[src/rtl/dxe_pkg.sv]
package dxe_pkg;

  localparam int DW = 32;

  typedef enum logic [2:0] {
    S_IDLE,
    S_LOAD,
    S_CHECK,
    S_XFER,
    S_WAIT,
    S_WB,
    S_FIN
  } dxe_state_t;

  localparam int CTL_IRQ_MAJ = 0;
  localparam int CTL_IRQ_ERR = 1;
  localparam int CTL_DONE    = 2;
  localparam int CTL_ERR     = 3;
  localparam int CTL_LINK    = 4;
  localparam int CTL_SG      = 5;
  localparam int CTL_LCH_LSB = 8;

  function automatic logic [2:0] size_bytes(input logic [1:0] code);
    case (code)
      2'd0:    return 3'd1;
      2'd1:    return 3'd2;
      2'd2:    return 3'd4;
      default: return 3'd0;
    endcase
  endfunction

  function automatic logic [DW-1:0] byte_mask(input logic [2:0] nbytes);
    case (nbytes)
      3'd1:    return 32'h0000_00FF;
      3'd2:    return 32'h0000_FFFF;
      3'd4:    return 32'hFFFF_FFFF;
      default: return 32'h0000_0000;
    endcase
  endfunction

endpackage

[src/rtl/dxe_cfg_check.sv]
module dxe_cfg_check
  import dxe_pkg::*;
#(
  parameter int IT_W = 16
) (
  input  logic [31:0]     saddr,
  input  logic [31:0]     daddr,
  input  logic [31:0]     nbytes,
  input  logic [1:0]      ssz,
  input  logic [1:0]      dsz,
  input  logic [IT_W-1:0] citer,
  input  logic [IT_W-1:0] biter,
  output logic            cfg_err
);
  logic [2:0]  sb, db, big;
  logic [31:0] smask, dmask, bmask;

  always_comb begin
    sb    = size_bytes(ssz);
    db    = size_bytes(dsz);
    big   = (sb > db) ? sb : db;
    smask = {29'd0, sb - 3'd1};
    dmask = {29'd0, db - 3'd1};
    bmask = {29'd0, big - 3'd1};
    cfg_err = (ssz == 2'd3) || (dsz == 2'd3) ||
              (nbytes == 32'd0) ||
              ((nbytes & bmask) != 32'd0) ||
              ((saddr & smask) != 32'd0) ||
              ((daddr & dmask) != 32'd0) ||
              (citer == '0) || (biter == '0);
  end
endmodule

[src/rtl/dxe_pack.sv]
module dxe_pack
  import dxe_pkg::*;
(
  input  logic          clk,
  input  logic          rst,
  input  logic          clear,
  input  logic          push,
  input  logic [2:0]    push_bytes,
  input  logic [DW-1:0] push_data,
  input  logic          pop,
  input  logic [2:0]    pop_bytes,
  output logic [2:0]    level,
  output logic [DW-1:0] head
);
  logic [DW-1:0] stage_q;
  logic [2:0]    level_q;

  always_ff @(posedge clk) begin
    if (rst || clear) begin
      stage_q <= '0;
      level_q <= '0;
    end else if (push) begin
      stage_q <= stage_q | ((push_data & byte_mask(push_bytes)) << {level_q, 3'b000});
      level_q <= level_q + push_bytes;
    end else if (pop) begin
      stage_q <= stage_q >> {pop_bytes, 3'b000};
      level_q <= level_q - pop_bytes;
    end
  end

  assign level = level_q;
  assign head  = stage_q;

  AST_PACK_ROOM: assert property (@(posedge clk) disable iff (rst)
    push |-> ({1'b0, level_q} + {1'b0, push_bytes} <= 4'd4));
  AST_PACK_UNDERRUN: assert property (@(posedge clk) disable iff (rst)
    pop |-> (level_q >= pop_bytes));
endmodule

[src/rtl/dxe_engine.sv]
module dxe_engine
  import dxe_pkg::*;
#(
  parameter int CH_NUM = 16,
  parameter int IT_W   = 16,
  localparam int CH_W  = (CH_NUM > 1) ? $clog2(CH_NUM) : 1,
  localparam int DA_W  = CH_W + 3
) (
  input  logic            clk,
  input  logic            rst,
  input  logic            start,
  input  logic [CH_W-1:0] start_ch,
  output logic            desc_rd,
  output logic            desc_we,
  output logic [DA_W-1:0] desc_addr,
  output logic [31:0]     desc_wdata,
  input  logic [31:0]     desc_rdata,
  output logic            mem_req,
  output logic            mem_we,
  output logic [31:0]     mem_addr,
  output logic [1:0]      mem_size,
  output logic [31:0]     mem_wdata,
  input  logic            mem_ack,
  input  logic            mem_err,
  input  logic [31:0]     mem_rdata,
  output logic            busy,
  output logic            end_pulse,
  output logic            end_major,
  output logic            end_cfg_err,
  output logic            end_bus_err,
  output logic            irq_done,
  output logic            irq_err,
  output logic            link_req,
  output logic [CH_W-1:0] link_ch,
  output logic            sg_req
);
  dxe_state_t state;

  logic [CH_W-1:0] ch_q;
  logic [31:0]     saddr, daddr, nbytes, rem, ctl;
  logic [15:0]     soff, doff;
  logic [1:0]      ssz, dsz;
  logic [IT_W-1:0] citer, biter;
  logic            rvalid_q;
  logic [2:0]      ridx_q;
  logic [1:0]      wb_idx;
  logic            major_q, cerr_q, berr_q;

  logic            cfg_err;
  logic [2:0]      sb, db, level;
  logic [31:0]     head;
  logic            push, pop, pclear;
  logic [31:0]     soff_x, doff_x;
  logic [2:0]      wb_word;
  logic [31:0]     wb_val;

  assign sb     = size_bytes(ssz);
  assign db     = size_bytes(dsz);
  assign soff_x = {{16{soff[15]}}, soff};
  assign doff_x = {{16{doff[15]}}, doff};
  assign push   = (state == S_WAIT) && mem_ack && !mem_err && !mem_we;
  assign pop    = (state == S_WAIT) && mem_ack && !mem_err && mem_we;
  assign pclear = (state == S_CHECK);

  dxe_cfg_check #(.IT_W(IT_W)) u_chk (
    .saddr(saddr), .daddr(daddr), .nbytes(nbytes), .ssz(ssz), .dsz(dsz),
    .citer(citer), .biter(biter), .cfg_err(cfg_err)
  );

  dxe_pack u_pack (
    .clk(clk), .rst(rst), .clear(pclear),
    .push(push), .push_bytes(sb), .push_data(mem_rdata),
    .pop(pop), .pop_bytes(db),
    .level(level), .head(head)
  );

  always_comb begin
    case (wb_idx)
      2'd0:    begin wb_word = 3'd0; wb_val = saddr; end
      2'd1:    begin wb_word = 3'd1; wb_val = daddr; end
      2'd2:    begin wb_word = 3'd5; wb_val = {16'(biter), 16'(citer)}; end
      default: begin wb_word = 3'd6; wb_val = ctl; end
    endcase
  end

  always_ff @(posedge clk) begin
    if (rst) begin
      state       <= S_IDLE;
      ch_q        <= '0;
      saddr       <= '0;
      daddr       <= '0;
      nbytes      <= '0;
      rem         <= '0;
      ctl         <= '0;
      soff        <= '0;
      doff        <= '0;
      ssz         <= '0;
      dsz         <= '0;
      citer       <= '0;
      biter       <= '0;
      rvalid_q    <= 1'b0;
      ridx_q      <= '0;
      wb_idx      <= '0;
      major_q     <= 1'b0;
      cerr_q      <= 1'b0;
      berr_q      <= 1'b0;
      desc_rd     <= 1'b0;
      desc_we     <= 1'b0;
      desc_addr   <= '0;
      desc_wdata  <= '0;
      mem_req     <= 1'b0;
      mem_we      <= 1'b0;
      mem_addr    <= '0;
      mem_size    <= '0;
      mem_wdata   <= '0;
      busy        <= 1'b0;
      end_pulse   <= 1'b0;
      end_major   <= 1'b0;
      end_cfg_err <= 1'b0;
      end_bus_err <= 1'b0;
      irq_done    <= 1'b0;
      irq_err     <= 1'b0;
      link_req    <= 1'b0;
      link_ch     <= '0;
      sg_req      <= 1'b0;
    end else begin
      end_pulse <= 1'b0;
      irq_done  <= 1'b0;
      irq_err   <= 1'b0;
      link_req  <= 1'b0;
      sg_req    <= 1'b0;
      rvalid_q  <= desc_rd;
      ridx_q    <= desc_addr[2:0];

      case (state)
        S_IDLE: begin
          if (start) begin
            ch_q        <= start_ch;
            desc_rd     <= 1'b1;
            desc_addr   <= {start_ch, 3'd0};
            busy        <= 1'b1;
            major_q     <= 1'b0;
            cerr_q      <= 1'b0;
            berr_q      <= 1'b0;
            end_major   <= 1'b0;
            end_cfg_err <= 1'b0;
            end_bus_err <= 1'b0;
            state       <= S_LOAD;
          end
        end

        S_LOAD: begin
          if (desc_rd) begin
            if (desc_addr[2:0] == 3'd7) desc_rd <= 1'b0;
            else desc_addr <= desc_addr + 1'b1;
          end
          if (rvalid_q) begin
            case (ridx_q)
              3'd0: saddr  <= desc_rdata;
              3'd1: daddr  <= desc_rdata;
              3'd2: nbytes <= desc_rdata;
              3'd3: begin soff <= desc_rdata[31:16]; doff <= desc_rdata[15:0]; end
              3'd4: begin ssz <= desc_rdata[1:0]; dsz <= desc_rdata[3:2]; end
              3'd5: begin biter <= desc_rdata[16 +: IT_W]; citer <= desc_rdata[IT_W-1:0]; end
              3'd6: ctl <= desc_rdata;
              default: state <= S_CHECK;
            endcase
          end
        end

        S_CHECK: begin
          rem <= nbytes;
          if (cfg_err) begin
            cerr_q       <= 1'b1;
            ctl[CTL_ERR] <= 1'b1;
            wb_idx       <= 2'd3;
            state        <= S_WB;
          end else begin
            state <= S_XFER;
          end
        end

        S_XFER: begin
          if (rem == 32'd0) begin
            major_q       <= (citer == IT_W'(1));
            ctl[CTL_DONE] <= (citer == IT_W'(1));
            ctl[CTL_ERR]  <= 1'b0;
            citer         <= (citer == IT_W'(1)) ? biter : citer - 1'b1;
            wb_idx        <= 2'd0;
            state         <= S_WB;
          end else if (level >= db) begin
            mem_req   <= 1'b1;
            mem_we    <= 1'b1;
            mem_addr  <= daddr;
            mem_size  <= dsz;
            mem_wdata <= head & byte_mask(db);
            state     <= S_WAIT;
          end else begin
            mem_req  <= 1'b1;
            mem_we   <= 1'b0;
            mem_addr <= saddr;
            mem_size <= ssz;
            state    <= S_WAIT;
          end
        end

        S_WAIT: begin
          if (mem_err) begin
            mem_req      <= 1'b0;
            berr_q       <= 1'b1;
            ctl[CTL_ERR] <= 1'b1;
            wb_idx       <= 2'd3;
            state        <= S_WB;
          end else if (mem_ack) begin
            mem_req <= 1'b0;
            if (mem_we) begin
              daddr <= daddr + doff_x;
              rem   <= rem - {29'd0, db};
            end else begin
              saddr <= saddr + soff_x;
            end
            state <= S_XFER;
          end
        end

        S_WB: begin
          desc_we    <= 1'b1;
          desc_addr  <= {ch_q, wb_word};
          desc_wdata <= wb_val;
          wb_idx     <= wb_idx + 1'b1;
          if (wb_idx == 2'd3) state <= S_FIN;
        end

        S_FIN: begin
          desc_we     <= 1'b0;
          busy        <= 1'b0;
          end_pulse   <= 1'b1;
          end_major   <= major_q;
          end_cfg_err <= cerr_q;
          end_bus_err <= berr_q;
          irq_done    <= major_q && ctl[CTL_IRQ_MAJ];
          irq_err     <= (cerr_q || berr_q) && ctl[CTL_IRQ_ERR];
          link_req    <= !cerr_q && !berr_q && ctl[CTL_LINK];
          link_ch     <= ctl[CTL_LCH_LSB +: CH_W];
          sg_req      <= major_q && ctl[CTL_SG];
          state       <= S_IDLE;
        end

        default: state <= S_IDLE;
      endcase
    end
  end

  logic svc_req_q;
  always_ff @(posedge clk) begin
    if (rst || (state == S_IDLE && start)) svc_req_q <= 1'b0;
    else if (mem_req) svc_req_q <= 1'b1;
  end

  AST_REQ_HOLD: assert property (@(posedge clk) disable iff (rst)
    (mem_req && !mem_ack && !mem_err) |=> (mem_req && $stable(mem_addr) && $stable(mem_we) && $stable(mem_size)));
  AST_CFG_NO_BUS: assert property (@(posedge clk) disable iff (rst)
    (end_pulse && end_cfg_err) |-> !svc_req_q);
  AST_DESC_PORT_EXCL: assert property (@(posedge clk) disable iff (rst)
    !(desc_rd && desc_we));
  AST_NO_REQ_WHILE_LOAD: assert property (@(posedge clk) disable iff (rst)
    desc_rd |-> !mem_req);
  AST_COUNT_NONZERO: assert property (@(posedge clk) disable iff (rst)
    (desc_we && desc_addr[2:0] == 3'd5) |-> (desc_wdata[IT_W-1:0] != '0));
  AST_END_EXCL: assert property (@(posedge clk) disable iff (rst)
    end_pulse |-> ($onehot0({end_cfg_err, end_bus_err}) && !(end_major && (end_cfg_err || end_bus_err))));
  AST_IRQ_AT_END: assert property (@(posedge clk) disable iff (rst)
    (irq_done || irq_err || sg_req || link_req) |-> end_pulse);
endmodule

[config.mk]
export PLATFORM = sky130hd
export DESIGN_NAME = dxe_engine
export DESIGN_NICKNAME = d
export VERILOG_FILES = /design/src/rtl/dxe_pkg.sv /design/src/rtl/dxe_cfg_check.sv /design/src/rtl/dxe_pack.sv /design/src/rtl/dxe_engine.sv
export SDC_FILE = /design/constraint.sdc
export NUM_CORES = 1
export LEC_CHECK = 0
export BUFFER_PORTS_ARGS = -buffer_cell sky130_fd_sc_hd__buf_2
export CORE_MARGIN = 2
export CORE_UTILIZATION = 55
export CTS_CLUSTER_SIZE = 10
export DETAILED_ROUTE_END_ITERATION = 16
export PLACE_DENSITY = 0.88
export SYNTH_ARGS = -nofsm -noshare
export SYNTH_HDL_FRONTEND = slang
export SYNTH_SLANG_ARGS = --single-unit
[constraint.sdc]
create_clock -name clk -period 3.5 [get_ports clk]
set_input_delay 0.35 -clock clk [delete_from_list [all_inputs] [get_ports clk]]
set_output_delay 0.35 -clock clk [all_outputs]
set_load 0.1 [all_outputs]
* Word level (Yosys, flattened, before mapping) *
Index checks and enable logic that the tools add are counted.

cells by class
  add/subtract/negate cells = 11
  multiply operators = 0
  div/mod/pow operators = 0
  order comparisons = 2
  equality and inequality tests = 48
  shifts and indexed selects = 2
  mux-type cells = 84
  bitwise operators = 8
  reductions and logical operators = 73

operator list
  cell                                           number
  two-way mux 32 bit                             22
  case mux 32 bit (3 select lines)               3
  case mux 32 bit (2 select lines)               3
  bitwise AND 32 x 3 -> 32 bit                   3
  nonzero test 32 bit                            3
  adder 32 bit                                   2
  bitwise AND 32 bit                             2
  logical NOT 32 bit                             2
  two-way mux 16 bit                             4
  logical NOT 16 bit                             2
  bitwise OR 32 bit                              1
  case mux 16 bit (2 select lines)               1
  << shifter 32 x 6 -> 32 bit                    1
  >> shifter 32 x 6 -> 32 bit                    1
  subtractor 32 x 3 -> 32 bit                    1
  two-way mux 3 bit                              10
  AND reduction 3 bit                            10
  inequality test 2 bit (second input constant)  14
  equality test 3 bit (second input constant)    9
  case mux 3 bit (3 select lines)                3
  case mux 1 bit (2 select lines)                11
  nonzero test 2 bit                             11
  two-way mux 7 bit                              3
  case mux 7 bit (3 select lines)                1
  other kinds (35)                               105

storage, ports and cells
  flip-flop bits (word level) = 401
  latch bits = 0
  memory bits (writable) = 0
  memory bits (read-only) = 0
  bits of input ports = 73
  output and inout port bits = 122
  word-level logic and storage cells = 270
  memories kept = 0

* Logic depth before layout (Yosys ltp) *
  depth after elaboration = 14
  depth in mapped cells = 18
  mapped depth without buffers = 18

* Hierarchy *
From an unflattened synthesis, not the netlist that was laid out.

second synthesis, totals
  cells, all modules = 2925
  area, all modules = 22336.4 um^2

modules (own cells, without submodules)
  module         instances  cells each  area an instance (um^2)  seq. area each (um^2)
  dxe_engine     1          2561        19404.9                  7327.0
  dxe_pack       1          306         2573.7                   700.7
  dxe_cfg_check  1          58          357.8                    0.0

* Worst setup path before layout *
No wires, ideal clock.

  path type = flip-flop to flip-flop
  start point = reg dsz[0]
  end point = reg wb_idx[1]
  library setup time = 0.065 ns
  arrival = 3.277 ns
  required time = 3.435 ns
  setup slack = 0.158 ns
  cell stages (with the launch flop) = 18
  path buffers = 0
  clock period less this slack = 3.342 ns
  cell sequence = dfxtp_1 -> inv_1 -> ha_1 -> ha_1 -> o21ba_2 -> o221ai_1 -> nand3_1 -> o21a_1 -> ha_1 -> inv_1 -> a222oi_1 -> nand4_1 -> a211oi_1 -> nand4b_1 -> o21ai_1 -> nand2_1 -> mux2_1 -> nor2_1

between the ends
  word-level cells in the longest chain between the ends = 14
  elaborated cells on any way between the ends = 22
  classes of those cells = 2 x add/sub; 1 x order compare; 4 x eq/ne; 2 x mux; 2 x bitwise; 11 x reduce/logical

RTL lines
  what                                               line                 text
  from (decl)                                        dxe_engine.sv:42     logic [1:0] ssz, dsz;
  from (signal assigned)                             dxe_engine.sv:163    3'd4: begin ssz <= desc_rdata[1:0]; dsz <= desc_rdata[3:2]; end
  equality test 2 bit, or another cell as far along  dxe_pkg.sv:24        case (code)
  case mux 3 bit (3 select lines)                    dxe_pkg.sv:24
  > comparator 3 bit                                 dxe_cfg_check.sv:21  big = (sb > db) ? sb : db;
  two-way mux 3 bit                                  dxe_cfg_check.sv:21
  subtractor 3 x 1 -> 3 bit                          dxe_cfg_check.sv:24  bmask = {29'd0, big - 3'd1};
  bitwise AND 32 x 3 -> 32 bit                       dxe_cfg_check.sv:27  ((nbytes & bmask) != 32'd0) ||
  nonzero test 32 bit                                dxe_cfg_check.sv:27
  logical OR 1 bit                                   dxe_cfg_check.sv:26  (nbytes == 32'd0) ||
  logical OR 1 bit                                   dxe_cfg_check.sv:27
  logical OR 1 bit *                                 dxe_cfg_check.sv:28  ((saddr & smask) != 32'd0) ||
  logical OR 1 bit *                                 dxe_cfg_check.sv:29  ((daddr & dmask) != 32'd0) ||
  logical OR 1 bit *                                 dxe_cfg_check.sv:30  (citer == '0) || (biter == '0);
  inequality test 2 bit (no line) *                  n/a
  AND reduction 4 bit (no line) *                    n/a
  to (signal assigned)                               dxe_engine.sv:230    wb_idx <= wb_idx + 1'b1;
  to (decl)                                          dxe_engine.sv:46     logic [1:0] wb_idx;

Mark *: on every way between the ends. The rest lies on a longest branch, timed or not.
A chain may end at the register's enable or synchronous reset.

* Final worst setup path *
  start point = reg ssz[1]
  end point = reg wb_idx[1]

between the ends
  word-level cells in the longest chain between the ends = 14
  elaborated cells on any way between the ends = 22
  classes of those cells = 2 x add/sub; 1 x order compare; 4 x eq/ne; 2 x mux; 2 x bitwise; 11 x reduce/logical

RTL lines
  what                                               line
  from (decl)                                        dxe_engine.sv:42
  from (signal assigned)                             dxe_engine.sv:163
  equality test 2 bit, or another cell as far along  dxe_pkg.sv:24
  case mux 3 bit (3 select lines)                    dxe_pkg.sv:24
  > comparator 3 bit                                 dxe_cfg_check.sv:21
  two-way mux 3 bit                                  dxe_cfg_check.sv:21
  subtractor 3 x 1 -> 3 bit                          dxe_cfg_check.sv:24
  bitwise AND 32 x 3 -> 32 bit                       dxe_cfg_check.sv:27
  nonzero test 32 bit                                dxe_cfg_check.sv:27
  logical OR 1 bit                                   dxe_cfg_check.sv:26
  logical OR 1 bit *                                 dxe_cfg_check.sv:27
  logical OR 1 bit *                                 dxe_cfg_check.sv:28
  logical OR 1 bit *                                 dxe_cfg_check.sv:29
  logical OR 1 bit *                                 dxe_cfg_check.sv:30
  inequality test 2 bit (no line) *                  n/a
  AND reduction 4 bit (no line) *                    n/a

Marked as above.

==> reports/results.ini <==
[clocking]
clk_latency_ns = 0.59
ctsHoldBuffers = 0
cts-root-buf = clkbuf_16
htree_levels = 2
cts_tree = done
numCtsBuffers = 46
clk_pin_slew_ns = 0.06
cts_buffer_depth = 3
cts_sinks = 401

[sta]
max_freq_mhz = 294.4
fin_crit_sh_pct = 97.04
setup_viol = 0
fin_tns_setup_ns = 0
tightest_slew_ns = 1.217
rsz0062_at_grt = true
skew_ns = 0.02121
hold_violations = 0
min_period_ns = 3.396
relSlewSlack_pct = 18.87
drv_slew = 0
holdWs_ns = 0.02181

[die]
io_pins = 195
start_util_pct = 55.47
die-area_mm2 = 0.04160
die_x_um = 204.0
die_height_um = 204.0
core_area_mm2 = 0.03964
fp-row-count = 73

[global_route]
antenna_found_initial = 1
grt_usage_pct = 36.07
overflow = 0
first_global_vias = 21216
grt_pass1_wl_mm = 118.6
grt_start_max_net_pins = 106

[power]
combinationalPowerShare_pct = 16.5
p_sw_share_pct = 30.04
vdd_drop_max_uv = 328.5
switchingPower_w = 0.003304
p_clk_share_pct = 39.1
p_int_w = 0.007694
p_leak_nw = 9.871
power_density_mw_per_mm2 = 439.5
power.total_w = 0.01100
pwr-share-seq_pct = 44.4

[synth]
synth_seq_cells = 401
synth_seq_area_share_pct = 36.51
synthesis.area_mm2 = 0.02199
netlist.top_cell.by_area = dfxtp_1
synth-edff-count = 0
syn_nets = 3055
synthCells = 2885
yosysUniqueCellTypes = 85
yosysWarningCount = 0
synth_top_cell_area_share_pct = 36.51
yosys_most_used_dff = dfxtp_1
async_flop_share_pct = 0
syn_avg_cell_area_um2 = 7.622
synthTopCellsByArea = dfxtp_1, a21oi_1, nand2_1

[detailed_routing]
ant_nets = 0
drtPass1Iterations = 9
viasPerCell = 6.510
drc = 0
vias = 23070
totalWireLength_mm = 77.69
drt-initial-drc-count = 3181
wl_per_cell_um = 21.92

[setup_path]
max_stage_delay_ns = 0.32
path_class = reg2reg
crit_path_start_kind = flip-flop
critPathTopFamily = compound AO/OA/AOI/OAI gates
reg2reg_to = wb_idx[1]
reg2regPathDepth = 18
r2r-start = ssz[1]
critPathArrivalTime_ns = 3.92
worstSetupEndpointType = flip-flop
cp_slowest_cell = dfxtp_2
critPathBufInv = 3
path_cells = inv_2, ha_4, inv_4, ha_4, o21ba_4, o221ai_4, nand3_2, o21a_1, ha_1, inv_2, a222oi_1, nand4_1, a211oi_2, nand4b_1, o21ai_2, nand2_2, mux2_4, nor2_1
r2r_slack_ns = 0.10
startpoint = ssz[1]
worst-path-max-fanout = 3
worstPathRequired_ns = 4.02

[min_path]
holdPathStages = 3
hold_class = in2reg
min_from = start_ch[0]
min_to = ch_q[0]

[outcome]
status = finished, final reports clean

[placed_design]
port_buffers = 194
place_congestion = 1.032
dp_hpwl_mm = 55.62
place_inst = 3486

[cells_and_area]
final_core_util_pct = 63.13
diodes = 0
stdcell_count = 3544
nets = 3183
drive_gt1_share_pct = 13.61
syn2layout_area_growth_pct = 13.81

[run]
maxCapViolations = 0

==> power by group through the flow <==
stage                     sequential (W)  clock, W  combinational, W
after floorplan                  0.00504         0           0.00105
after global placement           0.00496         0           0.00171
after detailed placement         0.00497         0           0.00174
after CTS                        0.00487   0.00431           0.00175
after global routing             0.00489   0.00448           0.00194
final                            0.00488   0.00429           0.00182
==> sequential cells by signal, indices dropped and copies added, names as in the netlist, 3 cells and up <==
register / count
u_pack.head: 32
citer: 16
ctl: 32
doff: 16
mem_wdata: 32
desc_addr: 7
soff: 16
ridx_q: 3
state: 3
biter: 16
u_pack.level: 3
saddr: 32
rem: 32
mem_addr: 32
daddr: 32
desc_wdata: 32
nbytes: 32
ch_q: 4
link_ch: 4
==> logic make-up after synthesis <==
logic type | synth area share (%)
xor+xnor | 2.509
flops | 36.51
buf+inv | 4.313
mux | 2.902
simple gates | 21.35
fa+ha+maj | 5.656
compound gates | 26.77
==> worst max-delay path by stage <==
stage	to	slack, ns	depth (start not counted)
6_report	wb_idx[1]	0.10	18
5_1_grt	wb_idx[1]	-0.13	18
4_1_cts	wb_idx[1]	0.03	18
3_5_place_dp	wb_idx[1]	0.04	18
3_3_place_gp	wb_idx[1]	0.10	18
2_1_floorplan	wb_idx[1]	0.16	17
==> cell usage after synthesis, drive strengths merged (38+ instances only) <==
library cell and instances:
nor3 50, mux2i 57, nor2 393, nand3 64, clkbuf 177, dfxtp 401
o21ai 138, xnor2 38, a21oi 388, ha 93, nand2 431, a211oi 136
inv 40, a22oi 39
==> cells in the final DEF (no fill, tap or decap), types with 26 or more instances in the layout <==
| cell | count |
|---|---|
| a211oi_1 | 134 |
| a21o_1 | 27 |
| a21oi_1 | 383 |
| a222oi_1 | 33 |
| a22oi_1 | 39 |
| a311oi_1 | 26 |
| buf_2 | 193 |
| buf_4 | 90 |
| clkbuf_16 | 47 |
| dfxtp_1 | 397 |
| ha_1 | 86 |
| inv_1 | 33 |
| mux2i_1 | 57 |
| nand2_1 | 428 |
| nand3_1 | 63 |
| nor2_1 | 390 |
| nor2b_1 | 29 |
| nor3_1 | 48 |
| o21ai_0 | 130 |
| xnor2_1 | 37 |
==> through the flow <==
step,worst slack (ns),area [um2]
2_1_floorplan,0.1581,21990
3_3_place_gp,0.1014,23600
3_5_place_dp,0.04113,23600
4_1_cts,0.02533,24860
5_1_grt,-0.1309,25030
6_report,0.1036,25030
==> tightest hold or removal path, delay by kind of cell <==
kind	cells	cell delay, ns
buffers and inverters	1	0.11
AND/OR/NAND/NOR	1	0.05
AO/OA/AOI/OAI	1	0.05
==> final cells by class <==
type / count / area, um2
Tap cell: 525 / 656.9
Clock inverter: 1 / 8.758
Timing Repair Buffer: 287 / 1717
Fill cell: 3454 / 14610
Clock buffer: 53 / 1229
Sequential cell: 401 / 8033
Inverter: 40 / 152.6
Multi-Input combinational cell: 2237 / 13230
==> timing repair <==
item / CTS / global route
buffers inserted: 1 / 3
pin swaps: 2 / 16
resized for setup: 3 / 35
setup endpoints to repair: 1 / 12
==> per-layer routing <==
layer	up-vias	wire, um	global-route usage, %
li1	10594	-	-
met3	260	8842	7.924
met4	2	3941	17.73
met1	10803	30580	46.92
met5	-	13	0
met2	1411	34310	56.63
Note: power is estimated with default switching activity, not from simulation.
